### src/rtl/lpc_pkg.sv
package lpc_pkg;

  typedef enum logic [2:0] {
    LOC_CTRL   = 3'd0,
    LOC_CFG    = 3'd1,
    LOC_RELOAD = 3'd2,
    LOC_CMP    = 3'd3,
    LOC_STAT   = 3'd4,
    LOC_CLR    = 3'd5,
    LOC_COUNT  = 3'd6
  } lpc_loc_e;

  localparam int CTRL_EN_BIT    = 0;
  localparam int CTRL_START_BIT = 1;
  localparam int CTRL_RUN_BIT   = 2;

  localparam int CFG_ENC_BIT   = 0;
  localparam int CFG_EXT_BIT   = 1;
  localparam int CFG_POL_LSB   = 2;
  localparam int CFG_PRESC_LSB = 4;

  // index into the acknowledge channels, equal to the STAT/CLR bit
  localparam int ACK_CMP    = 0;
  localparam int ACK_RELOAD = 1;
  localparam int ACK_N      = 2;

endpackage

### src/rtl/lpc_ack_sync.sv
// One write-acknowledge channel: stages a value, delivers it after DELAY
// cycles and raises a sticky OK flag at the same edge.
module lpc_ack_sync #(
  parameter int W = 16,
  parameter int DELAY = 2,
  parameter logic [W-1:0] RST_VAL = '0
) (
  input  logic         clk,
  input  logic         rst_n,
  input  logic         wr_fire,
  input  logic [W-1:0] wr_data,
  input  logic         clr_fire,
  output logic [W-1:0] value,
  output logic         ok,
  output logic         done
);
  localparam int CW = $clog2(DELAY + 1);

  logic [CW-1:0] wait_cnt;
  logic [W-1:0]  staged;

  // completion when the last wait cycle elapses and no new write restarts it
  assign done = (wait_cnt == CW'(1)) && !wr_fire;

  always_ff @(posedge clk or negedge rst_n) begin
    if (!rst_n) begin
      wait_cnt <= '0;
      staged   <= RST_VAL;
      value    <= RST_VAL;
      ok       <= 1'b0;
    end else begin
      if (wr_fire) begin
        wait_cnt <= CW'(DELAY);
        staged   <= wr_data;
      end else if (wait_cnt != '0) begin
        wait_cnt <= wait_cnt - CW'(1);
      end
      if (done) begin
        value <= staged;
        ok    <= 1'b1;
      end else if (clr_fire) begin
        ok <= 1'b0;
      end
    end
  end
endmodule

### src/rtl/lpc_ctrl.sv
// Enable, pending start and run state with their ordering rules.
module lpc_ctrl (
  input  logic clk,
  input  logic rst_n,
  input  logic wr_ctrl,
  input  logic en_next,
  input  logic start_req,
  output logic en,
  output logic start_pend,
  output logic run
);
  logic start_ok;
  assign start_ok = wr_ctrl && en && en_next && start_req;

  always_ff @(posedge clk or negedge rst_n) begin
    if (!rst_n) begin
      en         <= 1'b0;
      start_pend <= 1'b0;
      run        <= 1'b0;
    end else if (wr_ctrl && !en_next) begin
      en         <= 1'b0;
      start_pend <= 1'b0;
      run        <= 1'b0;
    end else begin
      if (wr_ctrl) en <= 1'b1;
      if (start_pend) begin
        run        <= 1'b1;
        start_pend <= 1'b0;
      end else if (start_ok) begin
        start_pend <= 1'b1;
      end
    end
  end
endmodule

### src/rtl/lpc_cfg.sv
// Mode word, written with a bit mask and locked while enabled.
module lpc_cfg #(
  parameter int W = 7
) (
  input  logic         clk,
  input  logic         rst_n,
  input  logic         wr_cfg,
  input  logic         locked,
  input  logic [W-1:0] wdata,
  input  logic [W-1:0] wmask,
  output logic [W-1:0] cfg
);
  function automatic logic [W-1:0] blend(input logic [W-1:0] old_v,
                                         input logic [W-1:0] new_v,
                                         input logic [W-1:0] m);
    return (old_v & ~m) | (new_v & m);
  endfunction

  always_ff @(posedge clk or negedge rst_n) begin
    if (!rst_n)                cfg <= '0;
    else if (wr_cfg && !locked) cfg <= blend(cfg, wdata, wmask);
  end
endmodule

### src/rtl/lpc_regif.sv
module lpc_regif #(
  parameter int DATA_W = 16,
  parameter int CNT_W = 16,
  parameter int PRESC_W = 3,
  parameter int SYNC_DELAY = 2
) (
  input  logic               clk,
  input  logic               rst_n,
  input  logic               bus_sel,
  input  logic               bus_wr,
  input  logic [2:0]         bus_addr,
  input  logic [DATA_W-1:0]  bus_wdata,
  input  logic [DATA_W-1:0]  bus_wmask,
  output logic [DATA_W-1:0]  bus_rdata,
  input  logic [CNT_W-1:0]   core_count,
  output logic               core_en,
  output logic               core_run,
  output logic               cfg_enc,
  output logic               cfg_ext,
  output logic [1:0]         cfg_pol,
  output logic [PRESC_W-1:0] cfg_presc,
  output logic [CNT_W-1:0]   reload_value,
  output logic [CNT_W-1:0]   compare_value
);
  import lpc_pkg::*;

  localparam int CFG_W = CFG_PRESC_LSB + PRESC_W;

  function automatic logic [CNT_W-1:0] merge_val(input logic [CNT_W-1:0] old_v,
                                                 input logic [CNT_W-1:0] new_v,
                                                 input logic [CNT_W-1:0] m);
    return (old_v & ~m) | (new_v & m);
  endfunction

  lpc_loc_e loc;
  logic     wr_any, rd_any;
  assign loc    = lpc_loc_e'(bus_addr);
  assign wr_any = bus_sel && bus_wr;
  assign rd_any = bus_sel && !bus_wr;

  // named events for the checker
  logic             wr_ctrl, wr_cfg;
  logic             start_pend;
  logic [CFG_W-1:0] cfg_word;
  logic [ACK_N-1:0] ack_wr, ack_clr, ack_ok, ack_done;
  logic [CNT_W-1:0] ack_val [ACK_N];
  logic [CNT_W-1:0] ack_data [ACK_N];

  assign wr_ctrl = wr_any && (loc == LOC_CTRL);
  assign wr_cfg  = wr_any && (loc == LOC_CFG);

  lpc_ctrl ctrl_i (
    .clk        (clk),
    .rst_n      (rst_n),
    .wr_ctrl    (wr_ctrl),
    .en_next    ((bus_wdata[CTRL_EN_BIT] & bus_wmask[CTRL_EN_BIT]) |
                 (core_en & ~bus_wmask[CTRL_EN_BIT])),
    .start_req  (bus_wdata[CTRL_START_BIT] & bus_wmask[CTRL_START_BIT]),
    .en         (core_en),
    .start_pend (start_pend),
    .run        (core_run)
  );

  lpc_cfg #(.W(CFG_W)) cfg_i (
    .clk    (clk),
    .rst_n  (rst_n),
    .wr_cfg (wr_cfg),
    .locked (core_en),
    .wdata  (bus_wdata[CFG_W-1:0]),
    .wmask  (bus_wmask[CFG_W-1:0]),
    .cfg    (cfg_word)
  );

  assign cfg_enc   = cfg_word[CFG_ENC_BIT];
  assign cfg_ext   = cfg_word[CFG_EXT_BIT];
  assign cfg_pol   = cfg_word[CFG_POL_LSB +: 2];
  assign cfg_presc = cfg_word[CFG_PRESC_LSB +: PRESC_W];

  for (genvar g = 0; g < ACK_N; g++) begin : g_ack
    localparam lpc_loc_e MY_LOC = (g == ACK_RELOAD) ? LOC_RELOAD : LOC_CMP;
    localparam logic [CNT_W-1:0] MY_RST = (g == ACK_RELOAD) ? '1 : '0;

    assign ack_wr[g]   = wr_any && (loc == MY_LOC) && core_en;
    assign ack_clr[g]  = wr_any && (loc == LOC_CLR) && bus_wdata[g] && bus_wmask[g];
    assign ack_data[g] = merge_val(ack_val[g], bus_wdata[CNT_W-1:0], bus_wmask[CNT_W-1:0]);

    lpc_ack_sync #(.W(CNT_W), .DELAY(SYNC_DELAY), .RST_VAL(MY_RST)) sync_i (
      .clk      (clk),
      .rst_n    (rst_n),
      .wr_fire  (ack_wr[g]),
      .wr_data  (ack_data[g]),
      .clr_fire (ack_clr[g]),
      .value    (ack_val[g]),
      .ok       (ack_ok[g]),
      .done     (ack_done[g])
    );
  end

  assign reload_value  = ack_val[ACK_RELOAD];
  assign compare_value = ack_val[ACK_CMP];

  always_comb begin
    bus_rdata = '0;
    if (rd_any) begin
      unique case (loc)
        LOC_CTRL: begin
          bus_rdata[CTRL_EN_BIT]    = core_en;
          bus_rdata[CTRL_START_BIT] = start_pend;
          bus_rdata[CTRL_RUN_BIT]   = core_run;
        end
        LOC_CFG:    bus_rdata = DATA_W'(cfg_word);
        LOC_RELOAD: bus_rdata = DATA_W'(reload_value);
        LOC_CMP:    bus_rdata = DATA_W'(compare_value);
        LOC_STAT:   bus_rdata = DATA_W'(ack_ok);
        LOC_COUNT:  bus_rdata = DATA_W'(core_count);
        default:    bus_rdata = '0;
      endcase
    end
  end
endmodule

### config.mk
export PLATFORM = sky130hd
export DESIGN_NAME = lpc_regif
export DESIGN_NICKNAME = d
export VERILOG_FILES = /design/src/rtl/lpc_pkg.sv /design/src/rtl/lpc_ack_sync.sv /design/src/rtl/lpc_ctrl.sv /design/src/rtl/lpc_cfg.sv /design/src/rtl/lpc_regif.sv
export SDC_FILE = /design/constraint.sdc
export NUM_CORES = 1
export LEC_CHECK = 0
export BUFFER_PORTS_ARGS = -buffer_cell sky130_fd_sc_hd__clkbuf_2
export CAP_MARGIN = 10
export CORE_MARGIN = 2
export CORE_UTILIZATION = 40
export DETAILED_ROUTE_END_ITERATION = 8
export PLACE_DENSITY_LB_ADDON = 0.05
export SLEW_MARGIN = 25
export SYNTH_ARGS = -nofsm -noshare
export SYNTH_HDL_FRONTEND = slang
export SYNTH_HIERARCHICAL = 1
export SYNTH_SLANG_ARGS = --single-unit
### constraint.sdc
create_clock -name clk -period 2.8 [get_ports clk]
set_input_delay 0.56 -clock clk [delete_from_list [all_inputs] [get_ports clk]]
set_output_delay 0.56 -clock clk [all_outputs]
set_load 0.02 [all_outputs]
==> reports/results.txt, run 1 <==
TritonCTS buffer count: 9
Setup repair after global routing missed its margin: no
Number of vias after detailed routing: 3173
Cell-by-cell trace of the critical path: clkbuf_2 > buf_4 > mux2i_1 > or2_1 > a21oi_1 > clkbuf_2
Top-Level Pins: 112
Area of all sequential standard cells: 0.00204 mm^2
# clock sinks: 80
Critical-path maximum fanout: 15
# H-tree levels: 3
Startpoint Class: input pin
Max_slew headroom: 0.570
Mean post-synth cell area: 11.2 um^2
Filler instances: 1021
Gate family responsible for the most delay along the worst path: buffers and inverters
Required time at the worst-slack endpoint: 2.24 ns
Origin of the worst setup path: bus_addr[0]
Setup tns final: 0 ns
Final design utilization: 0.501
Critical path depth in cells: 6
Arr. time, crit path: 1.80 ns
HP Class: in2async
Number of synthesis warnings: 6
1st-pass router iterations: 4
Clock insertion delay at the later pin of the skew report: 0.35 ns
Proportion of layout cells with a drive suffix above 1: 0.508
Wire length of the first global-routing pass: 16700 um
Detailed Route WL: 10300 um
Worst path max stage delay: 0.31 ns
Initial antenna violation count: 0
Remaining design rule violation count: 0
Minimum hold slack: 0.198 ns
Slew at the pin closest to its max-slew limit: 0.639 ns
Via count of the first global-routing pass: 3154
Initial Util: 0.415
Type of destination of the critical path: output pin
Maximum vdd ir drop: 0.398 mV
Fin crit share: 0.845
Hold_buf cts: 0
Outcome: completed
Footprint of the multi-input gates: 0.00197 mm^2
Global router's overall resource usage: 0.189
Launching point of the worst reg2reg path: ctrl_i/en
Final number of max-transition violations: 0
Number of hold violations in the final report: 0
Std cell rows: 37
Global placement routability congestion: 0.756
Number of cell instances on the worst register-to-register path: 4
Worst R2R End: g_ack[0].sync_i/value[5]
Diodes inserted: 0
Minimum setup slack among reg-to-reg paths: 0.91 ns
Remaining number of nets flagged by the antenna check after routing: 0
Nets in the synthesized netlist: 442
Final setup violation count: 0
Leading cell type in the layout, fill and taps excluded: clkbuf_2
Clock power share: 0.205
Power density relative to cell area: 710 mW/mm^2
Clock skew after layout: 0.00851 ns
Die area: 0.0116 mm^2
Clock edge transition at the registers on the reported setup and hold paths: 0.08 ns
Violation count after the first detailed-routing iteration: 121
Vertical die dimension: 108 um
Clock period minus worst slack: 2.36 ns
Fmax: 423 MHz
Fraction of power spent switching nets: 0.359
Number of buffers inserted by post-CTS setup repair: 0
Cell leakage power: 0.00251 uW
Longest Clk Path Bufs: 2
CTS root buf: clkbuf_8
Internal portion of total power: 2370 uW
Count of buffer and inverter cells on the critical path: 3
Placed wire-length estimate after detailed placement: 7390 um
Final layout net count: 562
Core Box Area: 0.0104 mm^2
Gate power share: 0.342
Gate count of the mapped netlist: 383
Via count normalized by instance count: 4.93
Netlist area before placement: 0.00431 mm^2
End of the critical path: bus_rdata[7]
Most frequent cells in the layout: 110 x clkbuf_2, 59 x mux2_2, 48 x dfrtp_1
Layout-stage area growth over the synthesis result: 20.5%
Critical Path Slowest Stage Cell: clkbuf_2
CTS tree: built
Routed len/inst: 16.0 um
Resize count post-CTS: 0
Share of power burned in registers: 0.453
CP Class: in2out
Switching power summed over all nets: 1320 uW
Most frequent cell on the critical path: clkbuf_2
Global-route congestion overflow total: 0
Maximum number of pins on one net before global-route repair: 43
Die Width: 108 um
Count of port buffers added during placement: 111
Max Cap Viol: 0
[per-layer routing]
layer / vias to the layer above / part of all wire / global-route usage / wire length, um
met2: 68 / 0.48 / 0.305 / 4930
met5: - / 0 / 0 / 0
met4: 0 / 0.0095 / 0.0476 / 98
met1: 1554 / 0.47 / 0.258 / 4860
li1: 1543 / - / - / -
met3: 8 / 0.043 / 0.0430 / 445
[worst min path at each step]
| stage | start | to | slack (ns) |
|---|---|---|---|
| 2_1_floorplan | rst_n | async pin | 0.26 |
| 3_3_place_gp | ctrl_i/start_pend | ctrl_i/start_pend | 0.44 |
| 3_5_place_dp | ctrl_i/start_pend | ctrl_i/start_pend | 0.45 |
| 4_1_cts | rst_n | async pin | 0.21 |
| 5_1_grt | rst_n | async pin | 0.22 |
| 6_report | rst_n | async pin | 0.20 |
[area by class of cell]
| type | count | area share |
|---|---|---|
| inverters | 41 | 0.0296 |
| multi-input cells | 245 | 0.379 |
| clock buffers | 10 | 0.0246 |
| well taps | 136 | 0.0328 |
| clock inverters | 6 | 0.00868 |
| flip-flops and latches | 80 | 0.393 |
| repair buffers | 126 | 0.132 |
[state kept, by name (all words and copies together) (netlist names), named ones only]
name and count:
ctrl_i/start_pend 1, ctrl_i/en 1, g_ack.sync_i/staged 32, g_ack.sync_i/ok 2, g_ack.sync_i/value 32, ctrl_i/run 1, g_ack.sync_i/wait_cnt 4
[power by group through the flow]
stage	clock, uW	sequential [uW]	combinational (uW)
final	757	1670	1260
after global routing	847	1720	1390
after CTS	794	1680	1280
after detailed placement	0	1690	1280
after global placement	0	1690	1260
after floorplan	0	1820	779
[worst reg2reg max path, cell delays in order (launching register included)]
cell      delay (ns)
dfrtp_1         0.66
nand2_1         0.18
nor2_2          0.17
nand2b_4        0.39
mux2_2          0.38
[metrics by stage]
step / instances / worst slack (ns) / total power (uW) / area (um^2)
finish: 644 / 0.435 / 3690 / 5190
global route: 644 / 0.320 / 3950 / 5190
CTS: 644 / 0.391 / 3750 / 5190
detailed placement: 628 / 0.392 / 2970 / 5020
global placement: 628 / 0.456 / 2950 / 5020
floorplan: 383 / 0.811 / 2600 / 4310
Note: power is estimated with default switching activity, not from simulation.
==> inputs of run 2 (changes only) <==
--- a/config.mk
+++ b/config.mk
@@ -5,6 +5,7 @@
 export SDC_FILE = /design/constraint.sdc
 export NUM_CORES = 1
 export LEC_CHECK = 0
+export ABC_AREA = 1
 export BUFFER_PORTS_ARGS = -buffer_cell sky130_fd_sc_hd__clkbuf_2
 export CAP_MARGIN = 10
 export CORE_MARGIN = 2
==> constraint.sdc (replaced) <==
create_clock -name clk -period 2.5 [get_ports clk]
set_input_delay 0.5 -clock clk [delete_from_list [all_inputs] [get_ports clk]]
set_output_delay 0.5 -clock clk [all_outputs]
set_load 0.02 [all_outputs]
==> run 2 against run 1 <==
Effect of this change: non-clock buffer count down 2; routed wire length up 29%; area after synthesis up 0.64%; critical path depth up 2; die area up 0.62%; first-iteration DRC count up 51%; setup slack worse by 0.15 ns; sequential power up 13%; cell area down 0.60%; synthesized cell count up 49%; power up 12%; register-to-register slack about the same.
==> reports/results.txt, run 2 <==
CTS root buf: clkbuf_8
Setup WS pre-CTS: 0.322 ns
HP Class: in2async
Wire length the detailed router placed on met1: 5890 um
Worst path max stage delay: 0.27 ns
Maximum number of pins on one net before global-route repair: 48
1st-pass router iterations: 4
Cell-by-cell trace of the critical path: clkbuf_2 > buf_4 > nor2_1 > nand3_1 > nand2_1 > inv_1 > a21oi_1 > clkbuf_2
Global router's overall resource usage: 0.234
Global placement routability congestion: 0.899
Core Box Area: 0.0107 mm^2
Initial antenna violation count: 0
Number of hold violations in the final report: 0
Diodes inserted: 0
Die area: 0.0117 mm^2
Critical Path Slowest Stage Cell: nor2_1
Clock skew after layout: 0.0113 ns
Cell leakage power: 0.00267 uW
Layout-stage area growth over the synthesis result: 19.0%
Via count of the first global-routing pass: 4140
Proportion of layout cells with a drive suffix above 1: 0.271
Final layout net count: 734
Critical-path maximum fanout: 12
Startpoint Class: input pin
Cell Count Post-Placement: 804
Fmax: 451 MHz
Highest metal layer used by the detailed router: met4
Netlist area before placement: 0.00434 mm^2
Max Cap Viol: 0
Setup ws final: 0.283 ns
Wire length of the first global-routing pass: 20900 um
Setup repair after global routing missed its margin: no
Detailed route wirelength on metal3: 934 um
Number of buffers inserted by post-CTS setup repair: 0
Fin crit share: 0.887
Type of destination of the critical path: output pin
Outcome: completed
Minimum hold slack: 0.0926 ns
Remaining design rule violation count: 0
Finished Layout Cells: 820
Final number of max-transition violations: 0
Hold_buf cts: 0
# H-tree levels: 3
Power density relative to cell area: 798 mW/mm^2
Number of vias after detailed routing: 4247
Registers with the most flip-flops: g_ack.sync_i/staged x32, g_ack.sync_i/value x32, g_ack.sync_i/wait_cnt x4
Final setup violation count: 0
Max_slew headroom: 0.567
Most frequent cell on the critical path: clkbuf_2
Clock period minus worst slack: 2.22 ns
Arr. time, crit path: 1.72 ns
Count of port buffers added during placement: 111
Leading cell type in the layout, fill and taps excluded: nand2_1
Number of synthesis warnings: 6
Routed wl met2: 6290 um
CTS tree: built
Setup tns final: 0 ns
Placed wire-length estimate after detailed placement: 9840 um
Std cell rows: 38
Vertical die dimension: 108 um
Initial Util: 0.405
Routed len/inst: 16.3 um
Clock edge transition at the registers on the reported setup and hold paths: 0.09 ns
Mean post-synth cell area: 7.62 um^2
Detailed Route WL: 13300 um
Via count normalized by instance count: 5.18
Most frequent cells in the layout: 223 x nand2_1, 110 x clkbuf_2, 52 x nand3_1
Longest Clk Path Bufs: 2
TritonCTS buffer count: 9
Slew at the pin closest to its max-slew limit: 0.649 ns
Required time at the worst-slack endpoint: 2.00 ns
Global-route congestion overflow total: 0
Clock insertion delay at the later pin of the skew report: 0.35 ns
Remaining number of nets flagged by the antenna check after routing: 0
Gate count of the mapped netlist: 569
# clock sinks: 80
CP Class: in2out
Top-Level Pins: 112
Violation count after the first detailed-routing iteration: 183
Resize count post-CTS: 0
Nets in the synthesized netlist: 628
Maximum vdd ir drop: 0.339 mV
Die Width: 108 um
run 2: cell types whose count changed in the layout (fill, tap and decap cells not counted), moves of 6 or more:
cell | previous run | this run
nand2_1 | 36 | 223
nand3_1 | 10 | 52
inv_1 | 41 | 50
or2_1 | 8 | 0
mux2_2 | 59 | 0
nor2_1 | 8 | 21
nand4_1 | 1 | 36
mux2i_1 | 9 | 0
mux2_4 | 19 | 0
nand2b_1 | 6 | 0
nand3b_1 | 7 | 0
run 2: path summary, 6_finish.rpt:
check                                     startpoint                   endpoint  slack, ns  depth (start not counted)
hold reg to reg            g_ack[1].sync_i/staged[4]  g_ack[1].sync_i/staged[4]       0.46                          2
min in group clk                        bus_wdata[3]                       flop       0.41                          3
hold / removal                                 rst_n   g_ack[0].sync_i/value[1]       0.09                          1
setup / recovery                         bus_addr[0]               bus_rdata[0]       0.28                          8
max in group asynchronous                      rst_n   g_ack[1].sync_i/value[9]       1.73                          2
setup reg to reg                           ctrl_i/en         g_ack[1].sync_i/ok       0.90                          6
run 2: metrics by stage:
step	power (uW)	utilization	area (um^2)
5_1_grt	4400	0.482	5160
2_1_floorplan	2750	-	4340
3_3_place_gp	3190	0.465	4970
4_1_cts	4170	0.482	5160
6_report	4120	0.482	5160
3_5_place_dp	3220	0.465	4970
run 2: routing by layer:
layer / track usage / up-vias
li1: - / 2060
met1: 0.312 / 2011
met2: 0.386 / 160
met3: 0.0416 / 16
met4: 0.0769 / 0
met5: 0 / -
run 2: layout make-up:
cell class | count | area, um^2
flip-flops and latches | 80 | 2040
repair buffers | 124 | 668
multi-input cells | 403 | 1860
well taps | 140 | 175
inverters | 57 | 229
clock buffers | 11 | 131
fillers | 1159 | 5540
clock inverters | 5 | 57.6
run 2: where the power goes:
part           switching, uW  internal [uW]  total [uW]
clock network            472            461         933
registers                245           1640        1880
logic                    878            425        1300
total                   1590           2520        4120
run 2: worst max-delay path: cells and delay by family:
family | cells | cell delay, ns
buffers and inverters | 4 | 0.56
AOI/OAI and AO/OA | 1 | 0.18
and+or+nand+nor | 3 | 0.47
==> inputs of run 3 (changes only) <==
--- a/config.mk
+++ b/config.mk
@@ -12,6 +12,7 @@
 export CORE_UTILIZATION = 40
 export DETAILED_ROUTE_END_ITERATION = 8
 export PLACE_DENSITY_LB_ADDON = 0.05
+export RECOVER_POWER = 50
 export SLEW_MARGIN = 25
 export SYNTH_ARGS = -nofsm -noshare
 export SYNTH_HDL_FRONTEND = slang
==> constraint.sdc (replaced) <==
create_clock -name clk -period 2.1 [get_ports clk]
set_input_delay 0.42 -clock clk [delete_from_list [all_inputs] [get_ports clk]]
set_output_delay 0.42 -clock clk [all_outputs]
set_load 0.02 [all_outputs]
==> run 3 against run 2 <==
Effect of this change: critical path depth did not move; combinational power rose by 21%; via count rose by 0.33%; critical path type unchanged; largest power group unchanged; highest routed layer unchanged.
==> reports/results.txt, run 3 (synthesized netlist as in run 2, its figures left out) <==
Outcome: completed
Critical-path maximum fanout: 9
Clock skew after layout: 0.00550 ns
Final number of max-transition violations: 0
Setup tns final: 0 ns
Registers with the most flip-flops: g_ack.sync_i/staged x32, g_ack.sync_i/value x32, g_ack.sync_i/wait_cnt x4
Worst R2R End: g_ack[1].sync_i/ok
Die Width: 108 um
Number of buffers inserted by post-CTS setup repair: 0
Power density relative to cell area: 951 mW/mm^2
Clock edge transition at the registers on the reported setup and hold paths: 0.09 ns
Global placement routability congestion: 0.909
Clock insertion delay at the later pin of the skew report: 0.36 ns
WHS Path Cells: 3
Max_slew headroom: 0.191
Post-route design area: 0.00520 mm^2
Cell leakage power: 0.00263 uW
Final layout net count: 741
Routed len/inst: 16.6 um
Remaining design rule violation count: 0
Wire length of the first global-routing pass: 21600 um
Longest Clk Path Bufs: 2
Setup WS pre-CTS: 0.0820 ns
Area of all sequential standard cells: 0.00204 mm^2
Startpoint Class: input pin
CTS root buf: clkbuf_8
Placed wire-length estimate after detailed placement: 10200 um
Final setup violation count: 0
Launching point of the worst reg2reg path: ctrl_i/en
Layout-stage area growth over the synthesis result: 20.0%
Maximum number of pins on one net before global-route repair: 44
Required time at the worst-slack endpoint: 1.68 ns
Type of destination of the critical path: output pin
1st-pass router iterations: 4
Via count of the first global-routing pass: 4183
Core Box Area: 0.0107 mm^2
TritonCTS buffer count: 9
Global-route congestion overflow total: 0
HP Class: in2reg
Number of cell instances on the worst register-to-register path: 6
Vertical die dimension: 108 um
Proportion of layout cells with a drive suffix above 1: 0.243
Slew at the pin closest to its max-slew limit: 1.21 ns
Total placed instance area: 0.00504 mm^2
Arr. time, crit path: 1.59 ns
Footprint of the multi-input gates: 0.00185 mm^2
Std cell rows: 38
Diodes inserted: 0
Setup repair after global routing missed its margin: no
Number of vias after detailed routing: 4261
Detailed Route WL: 13800 um
Die area: 0.0117 mm^2
Count of port buffers added during placement: 111
Remaining number of nets flagged by the antenna check after routing: 0
Origin of the worst setup path: bus_addr[2]
Fin crit share: 0.958
Global router's overall resource usage: 0.243
# H-tree levels: 3
CTS tree: built
Most frequent cells in the layout: 223 x nand2_1, 88 x clkbuf_2, 52 x nand3_1
Leading cell type in the layout, fill and taps excluded: nand2_1
Number of hold violations in the final report: 0
Launch instance of the worst min-delay path: bus_wdata[2]
Clock period minus worst slack: 2.01 ns
# clock sinks: 80
Violation count after the first detailed-routing iteration: 253
Setup ws final: 0.0889 ns
Initial antenna violation count: 0
CP Class: in2out
Top-Level Pins: 112
Filler instances: 1127
Maximum vdd ir drop: 0.483 mV
Initial Util: 0.405
Max Cap Viol: 0
Fmax: 497 MHz
Minimum setup slack among reg-to-reg paths: 0.48 ns
Via count normalized by instance count: 5.15
## run 3: per-stage QoR
| step | std cells | total power (uW) | hold WS, ns | utilization |
|---|---|---|---|---|
| final | 827 | 4950 | 0.304 | 0.486 |
| after global routing | 827 | 5270 | 0.306 | 0.486 |
| after CTS | 827 | 5020 | 0.289 | 0.490 |
| after detailed placement | 810 | 3880 | 0.325 | 0.471 |
| after global placement | 810 | 3830 | 0.330 | 0.471 |
| after floorplan | 569 | 3270 | 0.124 | - |
## run 3: timing repair
action,in CTS,in global routing
endpoints found under the setup margin,0,4
hold buffers,1,0
gates resized for setup,0,2
hold endpoints to repair,17,0
## run 3: layout make-up
| cell class | instances | area share |
|---|---|---|
| Inverter | 57 | 0.0443 |
| Timing Repair Buffer | 131 | 0.137 |
| Multi-Input combinational cell | 403 | 0.356 |
| Clock inverter | 5 | 0.0111 |
| Tap cell | 140 | 0.0337 |
| Sequential cell | 80 | 0.392 |
| Clock buffer | 11 | 0.0253 |
## run 3: how the worst max path moves through the flow
stage	endpoint	slack (ns)	cells past startpoint
final	bus_rdata[6]	0.09	8
after global routing	bus_rdata[6]	0.01	6
after CTS	bus_rdata[0]	0.08	8
after detailed placement	bus_rdata[0]	0.08	8
after global placement	bus_rdata[0]	0.10	8
after floorplan	flop	0.37	7
## run 3: critical path: stages
cell and delay (ns):
clkbuf_2 0.10, buf_4 0.17, nor3_2 0.33, nand2_1 0.08, nand2_1 0.08, nor2_1 0.04
nor2_1 0.16, clkbuf_2 0.20
## run 3: power breakdown
part / switching (uW) / leakage, uW / internal, uW
Combinational: 1060 / 0.00158 / 506
Sequential: 300 / 0.000961 / 1950
Clock: 581 / 0.0000856 / 548
Total: 1940 / 0.00263 / 3000
## run 3: layer usage
| metal | part of all wire | routed length (um) | global-route usage | vias to the layer above |
|---|---|---|---|---|
| met5 | 0 | 0 | 0 | - |
| met4 | 0.031 | 420 | 0.0971 | 0 |
| met3 | 0.059 | 814 | 0.0422 | 30 |
| met2 | 0.45 | 6260 | 0.397 | 158 |
| met1 | 0.46 | 6270 | 0.322 | 2005 |
| li1 | - | - | - | 2068 |
